===== src/rtl/hbm_pkg.sv =====
package hbm_pkg;
  localparam int WORD_W  = 32;
  localparam int LANES   = 4;
  localparam int CHUNK_W = WORD_W * LANES;
  localparam int LANE_W  = $clog2(LANES);

  typedef enum logic [1:0] {
    K_PLAIN = 2'd0,
    K_MARK  = 2'd1,
    K_EXIT  = 2'd2,
    K_RSVD  = 2'd3
  } kind_e;

  // placeholder keyed mixing: rotate-left of (x ^ key)
  function automatic logic [CHUNK_W-1:0] hbm_mix(input logic [CHUNK_W-1:0] x,
                                                  input logic [CHUNK_W-1:0] key,
                                                  input int rot);
    logic [CHUNK_W-1:0] t;
    t = x ^ key;
    if (rot == 0) return t;
    return (t << rot) | (t >> (CHUNK_W - rot));
  endfunction
endpackage


===== src/rtl/hbm_packer.sv =====
module hbm_packer import hbm_pkg::*; #(
  parameter int TAG_W = 8,
  localparam int PK_W = 2 + LANE_W + (LANES-1)*WORD_W + TAG_W
)(
  input  logic               clk,
  input  logic               rst,
  input  logic               in_valid,
  input  logic [1:0]         in_kind,
  input  logic [WORD_W-1:0]  in_word,
  input  logic               ld,
  input  logic [PK_W-1:0]    ld_state,
  output logic [PK_W-1:0]    st,
  output logic               iss_vld,
  output logic               iss_first,
  output logic               iss_last,
  output logic [TAG_W-1:0]   iss_tag,
  output logic [CHUNK_W-1:0] iss_chunk
);
  logic                           open_q, first_q;
  logic [LANE_W-1:0]              lane_q;
  logic [LANES-2:0][WORD_W-1:0]   buf_q;
  logic [TAG_W-1:0]               tag_q;

  logic is_mark, is_exit, take, full;
  assign is_mark = in_valid && !ld && (in_kind == K_MARK);
  assign is_exit = (in_kind == K_EXIT);
  assign take    = in_valid && !ld && !is_mark && open_q;
  assign full    = (lane_q == LANE_W'(LANES-1));

  assign iss_vld   = take && (full || is_exit);
  assign iss_first = first_q;
  assign iss_last  = is_exit;
  assign iss_tag   = tag_q;

  for (genvar j = 0; j < LANES; j++) begin : g_lane
    if (j < LANES-1) begin : g_held
      assign iss_chunk[j*WORD_W +: WORD_W] =
        (LANE_W'(j) < lane_q)  ? buf_q[j] :
        (LANE_W'(j) == lane_q) ? in_word  : '0;
    end else begin : g_top
      assign iss_chunk[j*WORD_W +: WORD_W] = (LANE_W'(j) == lane_q) ? in_word : '0;
    end
  end

  assign st = {tag_q, buf_q, lane_q, first_q, open_q};

  always_ff @(posedge clk) begin
    if (rst) begin
      open_q  <= 1'b0;
      first_q <= 1'b0;
      lane_q  <= '0;
      buf_q   <= '0;
      tag_q   <= '0;
    end else if (ld) begin
      {tag_q, buf_q, lane_q, first_q, open_q} <= ld_state;
    end else if (is_mark) begin
      open_q   <= 1'b1;
      first_q  <= 1'b1;
      tag_q    <= in_word[TAG_W-1:0];
      buf_q[0] <= in_word;
      lane_q   <= LANE_W'(1);
    end else if (take) begin
      if (full || is_exit) begin
        lane_q  <= '0;
        first_q <= 1'b0;
        if (is_exit) open_q <= 1'b0;
      end else begin
        buf_q[lane_q] <= in_word;
        lane_q        <= lane_q + LANE_W'(1);
      end
    end
  end
endmodule


===== src/rtl/hbm_cipher_pipe.sv =====
module hbm_cipher_pipe import hbm_pkg::*; #(
  parameter int                 LAT   = 20,
  parameter int                 TAG_W = 8,
  parameter int                 ROT   = 13,
  parameter logic [CHUNK_W-1:0] KEY   = '0
)(
  input  logic               clk,
  input  logic               rst,
  input  logic               i_vld,
  input  logic               i_first,
  input  logic               i_last,
  input  logic [TAG_W-1:0]   i_tag,
  input  logic [CHUNK_W-1:0] i_chunk,
  output logic               o_vld,
  output logic               o_first,
  output logic               o_last,
  output logic [TAG_W-1:0]   o_tag,
  output logic [CHUNK_W-1:0] o_data
);
  localparam int PW = 2 + TAG_W + CHUNK_W;

  logic [LAT-1:0]         v_q;
  logic [LAT-1:0][PW-1:0] d_q;

  for (genvar s = 0; s < LAT; s++) begin : g_stage
    if (s == 0) begin : g_head
      always_ff @(posedge clk) begin
        if (rst) v_q[0] <= 1'b0;
        else     v_q[0] <= i_vld;
      end
      always_ff @(posedge clk)
        d_q[0] <= {i_first, i_last, i_tag, hbm_mix(i_chunk, KEY, ROT)};
    end else begin : g_body
      always_ff @(posedge clk) begin
        if (rst) v_q[s] <= 1'b0;
        else     v_q[s] <= v_q[s-1];
      end
      always_ff @(posedge clk)
        d_q[s] <= d_q[s-1];
    end
  end

  assign o_vld = v_q[LAT-1];
  assign {o_first, o_last, o_tag, o_data} = d_q[LAT-1];
endmodule


===== src/rtl/hbm_fold.sv =====
module hbm_fold import hbm_pkg::*; #(
  parameter int TAG_W = 8
)(
  input  logic               clk,
  input  logic               rst,
  input  logic               p_vld,
  input  logic               p_first,
  input  logic               p_last,
  input  logic [TAG_W-1:0]   p_tag,
  input  logic [CHUNK_W-1:0] p_data,
  input  logic               ld,
  input  logic [CHUNK_W-1:0] ld_acc,
  output logic [CHUNK_W-1:0] acc,
  output logic               dig_vld,
  output logic [CHUNK_W-1:0] dig,
  output logic [TAG_W-1:0]   dig_tag
);
  logic [CHUNK_W-1:0] nxt;
  assign nxt = (p_first ? '0 : acc) ^ p_data;

  always_ff @(posedge clk) begin
    if (rst) begin
      acc     <= '0;
      dig_vld <= 1'b0;
      dig     <= '0;
      dig_tag <= '0;
    end else begin
      dig_vld <= 1'b0;
      if (ld) begin
        acc <= ld_acc;
      end else if (p_vld) begin
        if (p_last) begin
          acc     <= '0;
          dig     <= nxt;
          dig_tag <= p_tag;
          dig_vld <= 1'b1;
        end else begin
          acc <= nxt;
        end
      end
    end
  end
endmodule


===== src/rtl/hbm_mac_accum.sv =====
module hbm_mac_accum import hbm_pkg::*; #(
  parameter int                 LAT   = 20,
  parameter int                 TAG_W = 8,
  parameter int                 ROT   = 13,
  parameter logic [CHUNK_W-1:0] KEY   = 128'h3c1f_9a07_e265_d4b8_5f0a_71c3_a9e4_2b6d,
  localparam int PK_W  = 2 + LANE_W + (LANES-1)*WORD_W + TAG_W,
  localparam int CTX_W = PK_W + CHUNK_W
)(
  input  logic               clk,
  input  logic               rst,
  input  logic               in_valid,
  input  logic [1:0]         in_kind,
  input  logic [WORD_W-1:0]  in_word,
  output logic               out_valid,
  output logic [CHUNK_W-1:0] out_digest,
  output logic [TAG_W-1:0]   out_tag,
  input  logic               ctx_save,
  output logic               ctx_busy,
  output logic               ctx_vld,
  output logic [CTX_W-1:0]   ctx_out,
  input  logic               ctx_load,
  input  logic [CTX_W-1:0]   ctx_in
);
  localparam int CNT_W = $clog2(LAT + 1);

  logic [PK_W-1:0]    pk_st;
  logic               iss_vld, iss_first, iss_last;
  logic [TAG_W-1:0]   iss_tag;
  logic [CHUNK_W-1:0] iss_chunk;
  logic               p_vld, p_first, p_last;
  logic [TAG_W-1:0]   p_tag;
  logic [CHUNK_W-1:0] p_data, acc;
  logic [CNT_W-1:0]   occ_q;
  logic               accept;

  hbm_packer #(.TAG_W(TAG_W)) u_pack (
    .clk(clk), .rst(rst), .in_valid(in_valid), .in_kind(in_kind), .in_word(in_word),
    .ld(ctx_load), .ld_state(ctx_in[PK_W-1:0]), .st(pk_st),
    .iss_vld(iss_vld), .iss_first(iss_first), .iss_last(iss_last),
    .iss_tag(iss_tag), .iss_chunk(iss_chunk));

  hbm_cipher_pipe #(.LAT(LAT), .TAG_W(TAG_W), .ROT(ROT), .KEY(KEY)) u_pipe (
    .clk(clk), .rst(rst), .i_vld(iss_vld), .i_first(iss_first), .i_last(iss_last),
    .i_tag(iss_tag), .i_chunk(iss_chunk), .o_vld(p_vld), .o_first(p_first),
    .o_last(p_last), .o_tag(p_tag), .o_data(p_data));

  hbm_fold #(.TAG_W(TAG_W)) u_fold (
    .clk(clk), .rst(rst), .p_vld(p_vld), .p_first(p_first), .p_last(p_last),
    .p_tag(p_tag), .p_data(p_data), .ld(ctx_load), .ld_acc(ctx_in[CTX_W-1 -: CHUNK_W]),
    .acc(acc), .dig_vld(out_valid), .dig(out_digest), .dig_tag(out_tag));

  assign ctx_busy = ctx_save && (occ_q != '0);
  assign accept   = ctx_save && (occ_q == '0);

  always_ff @(posedge clk) begin
    if (rst) begin
      occ_q   <= '0;
      ctx_vld <= 1'b0;
      ctx_out <= '0;
    end else begin
      occ_q   <= occ_q + CNT_W'(iss_vld) - CNT_W'(p_vld);
      ctx_vld <= accept;
      if (accept) ctx_out <= {acc, pk_st};
    end
  end
endmodule


===== config.mk =====
export PLATFORM = sky130hd
export DESIGN_NAME = hbm_mac_accum
export DESIGN_NICKNAME = d
export VERILOG_FILES = /design/src/rtl/hbm_pkg.sv /design/src/rtl/hbm_packer.sv /design/src/rtl/hbm_cipher_pipe.sv /design/src/rtl/hbm_fold.sv /design/src/rtl/hbm_mac_accum.sv
export SDC_FILE = /design/constraint.sdc
export NUM_CORES = 2
export LEC_CHECK = 0
export BUFFER_PORTS_ARGS = -buffer_cell sky130_fd_sc_hd__buf_4
export CAP_MARGIN = 10
export CORE_ASPECT_RATIO = 0.75
export CORE_UTILIZATION = 25
export DETAILED_ROUTE_END_ITERATION = 6
export GPL_ROUTABILITY_DRIVEN = 1
export PLACE_DENSITY = 0.44
export SLEW_MARGIN = 20
export SYNTH_ARGS = -nofsm -noshare
export SYNTH_HDL_FRONTEND = slang
export SYNTH_HIERARCHICAL = 1
export SYNTH_SLANG_ARGS = --single-unit

===== constraint.sdc =====
create_clock -name clk -period 2.62 [get_ports clk]
set_input_delay 0.524 -clock clk [delete_from_list [all_inputs] [get_ports clk]]
set_output_delay 0.524 -clock clk [all_outputs]
set_load 0.02 [all_outputs]

==> results.md <==
- Final period utilization: 0.980
- I/O pin cnt: 650
- Hold Path End: u_pack/st[62]
- Share of cells above drive strength 1: 0.207
- TritonCTS clock tree: built
- Seq pwr share: 0.518
- First-pass GRT wire length: 319 mm
- Largest net degree at the start of global routing: ~130
- Critical path capture point type: output port
- Max Cap Violations: 0
- Place WS: just over 0.2 ns
- PnR worst setup slack: 0.0525 ns
- Via count: around 46k
- NetSw: about 24 mW
- Count of cell types in the netlist: 49
- Max-slew violations: 0
- RSZ-0062 raised after global routing: true
- Power per cell area: roughly 1000 nW/um2
- Final ANT Viol Nets: 0
- Hold_ws: approximately 0.089 ns
- Synth Area in XOR/XNOR: 0.0134
- WP data arrival: around 2 ns
- H-tree Lvls: 5
- Crit Path Class: flop to output port
- Comb power frac: 0.034
- Main synth FF type: dfxtp_1
- Synth Area in Compound Gates: 0.0866
- Post-synthesis register bit count: between 3k and 4k
- Worst IR drop on VDD: roughly 0.54 mV
- Horiz. Die Dim: 679 um
- Hold depth: 3
- GR Overflow Total: 0
- Clock sinks: roughly 3.4k
- Die Y: a little over 500 um
- Netlist Area Pre-Place: roughly 86000 um2
- Highest Clock Rate: about 390 MHz
- Hold Vio Cnt, Final: 0
- Layout net count: roughly 7.4k
- Initial Util: 0.251
- Post-Route Setup TNS: 0 ns
- Status: finished, final reports clean
- Core area: about 340000 um2
- Reg-to-reg slack, setup: 0.24 ns
- IO buf count: about 650
- Worst-Margin Slew: ~0.96 ns
- Worst EP required: about 2.1 ns
- Fraction of the mapped netlist area in adder cells: 0.00183
- Period minus WS final: 2.57 ns
- DP Wirelength: 149 mm
- Min-delay src: ctx_in[62]
- Syn. warnings: 6
- Critical-path maximum fanout: 2
- Number of synthesized flops with an enable pin: 0
- Clk_lat worst skew: 0.87 ns
- Vias per std cell: roughly 3.9
- 1st-pass router iterations: 6
- Worst-path clk slew: roughly 0.060 ns
- WL/cell: around 19 um
- Reg2reg start: u_pack/lane_q[1]
- Critical Path Start Type: flop
- Multiplexer share of the synthesized area: 0.00802
- Reg2reg path depth: 9
- Synth-to-layout area growth: 26.6%
- Main combinational cell family by area after synthesis: compound AO/OA/AOI/OAI gates
- Initial antenna violation count: 54
- Clock Skew: about 0.070 ns
- Synth async-reset ratio: 0
- Int Pwr: between 80 and 90 mW
- Capture point of the worst reg-to-reg path: occ_q[4]
- Num CTS Buffers: approximately 340
- Clk pwr share: 0.447
- Final GP Congestion: between 0.7 and 0.8
- Sw Share: 0.217
- CTS root buffer: clkbuf_16
- CTS max path bufs: 4
- Final setup fails: 0
- Die area: about 350000 um2
- FP Rows: 186
- Register area share after synthesis: 0.791
- Drt drc: 0
- Routed WL: around 220 mm
- Leakage: ~43 nW
- HP Class: input pin to flop
- Synthesized net count: about 6.6k
- Syn Area/Cell: 13.6 um2
- Mapped Cells: 6332
- Simple-gate share of the synthesized area: 0.0654
- Overall Global Routing Usage: 0.124
- Slew HR: 0.358
- Number of global-route vias before repair: 45.9k
- Initial drt markers: about 2.7k
[worst max path at each step]
stage | startpoint | endpoint | cells after the start
2_1_floorplan | ctx_load | occ_q[4] | 8
3_3_place_gp | in_kind[1] | occ_q[4] | 9
3_5_place_dp | in_kind[1] | occ_q[4] | 9
4_1_cts | occ_q[3] | ctx_busy | 6
5_1_grt | occ_q[3] | ctx_busy | 6
6_report | occ_q[3] | ctx_busy | 6
[power by group through the flow]
stage	registers, mW	clock network, mW	logic (mW)
finish	56.6	48.8	3.77
global route	57.0	52.8	4.04
CTS	56.7	50.5	3.82
detailed placement	57.9	0	3.50
global placement	57.8	0	3.47
floorplan	57.2	0	2.02
[synth_stat cells, drive strengths merged, types with 85 or more instances]
| master | count | share of area |
|---|---|---|
| dfxtp | 3395 | 0.79 |
| a21oi | 457 | 0.027 |
| nor2 | 264 | 0.012 |
| buf | 255 | 0.020 |
| clkbuf | 244 | 0.011 |
| nand2b | 238 | 0.017 |
| a31o | 237 | 0.024 |
| a211oi | 195 | 0.017 |
| nand2 | 164 | 0.0072 |
| nor2b | 154 | 0.012 |
| xnor2 | 130 | 0.013 |
| nor3b | 129 | 0.011 |
| o22ai | 128 | 0.0093 |
| inv | 85 | 0.0037 |
[metal layers]
metal	routed length [um]	global-route usage
met1	106000	0.170
met2	97300	0.190
met3	11900	0.0268
met4	8870	0.0516
met5	51	0
[through the flow]
stage                     area, um2  power, mW  cells   util
after floorplan               85900       59.2   6332      -
final                        109000        109  11900  0.318
after global placement        95000       61.3  11100  0.278
after detailed placement      95000       61.4  11100  0.278
after CTS                    109000        111  11900  0.318
after global routing         109000        114  11900  0.318
[layout by cell type (no fill, tap or decap), types with 130 or more instances in the layout]
cell type / count
dfxtp_1: 3390
buf_4: 702
a21oi_1: 457
clkbuf_16: 341
nor2_1: 263
nand2b_1: 238
dlygate4sd3_1: 224
a211oi_1: 195
nand2_1: 164
a31o_2: 137
nor2b_1: 133
xnor2_1: 130
[what timing repair did]
item,in CTS,in global routing
setup buffers,7,0
gates resized for setup,6,3
endpoints found under the hold margin,220,0
pin swaps,1,0
gates cloned,1,0
hold buffers,224,0
endpoints found under the setup margin,1,1
[worst max-delay path, cell delays in order, from the launching register on]
cell and delay, ns:
dfxtp_2 0.33, inv_2 0.08, ha_4 0.13, nor4b_4 0.27, buf_12 0.20, nor2b_4 0.05
buf_6 0.12
[flip-flops by register name, summed over array words and instances (netlist names), 8 cells and up]
signal and count:
u_pipe/d_q 2622, ctx_out 236, u_fold/acc 128, u_fold/dig 128
u_pipe/o_data 128, u_pack/st 96, u_pipe/v_q 19, u_fold/dig_tag 8
u_pack/iss_tag 8, u_pipe/o_tag 8
[kinds of logic (layout without fill, tap and decap cells)]
family / count (synthesis) / after routing
compound gates: 1127 / 1127
xor+xnor: 131 / 131
fa+ha+maj: 12 / 12
buf+inv: 584 / 1654
flops: 3395 / 3395
mux: 64 / 64
other cells: 0 / 20
simple gates: 1019 / 1019
[cell type report]
| class | instances | area, um2 |
|---|---|---|
| well taps | 4512 | 5650 |
| diodes | 20 | 50.0 |
| fillers | 33700 | 233000 |
| repair buffers | 965 | 8280 |
| clock buffers | 453 | 9480 |
| multi-input cells | 2353 | 15100 |
| inverters | 85 | 327 |
| flip-flops and latches | 3395 | 68000 |
| clock inverters | 151 | 1880 |
Note: power is estimated with default switching activity, not from simulation.
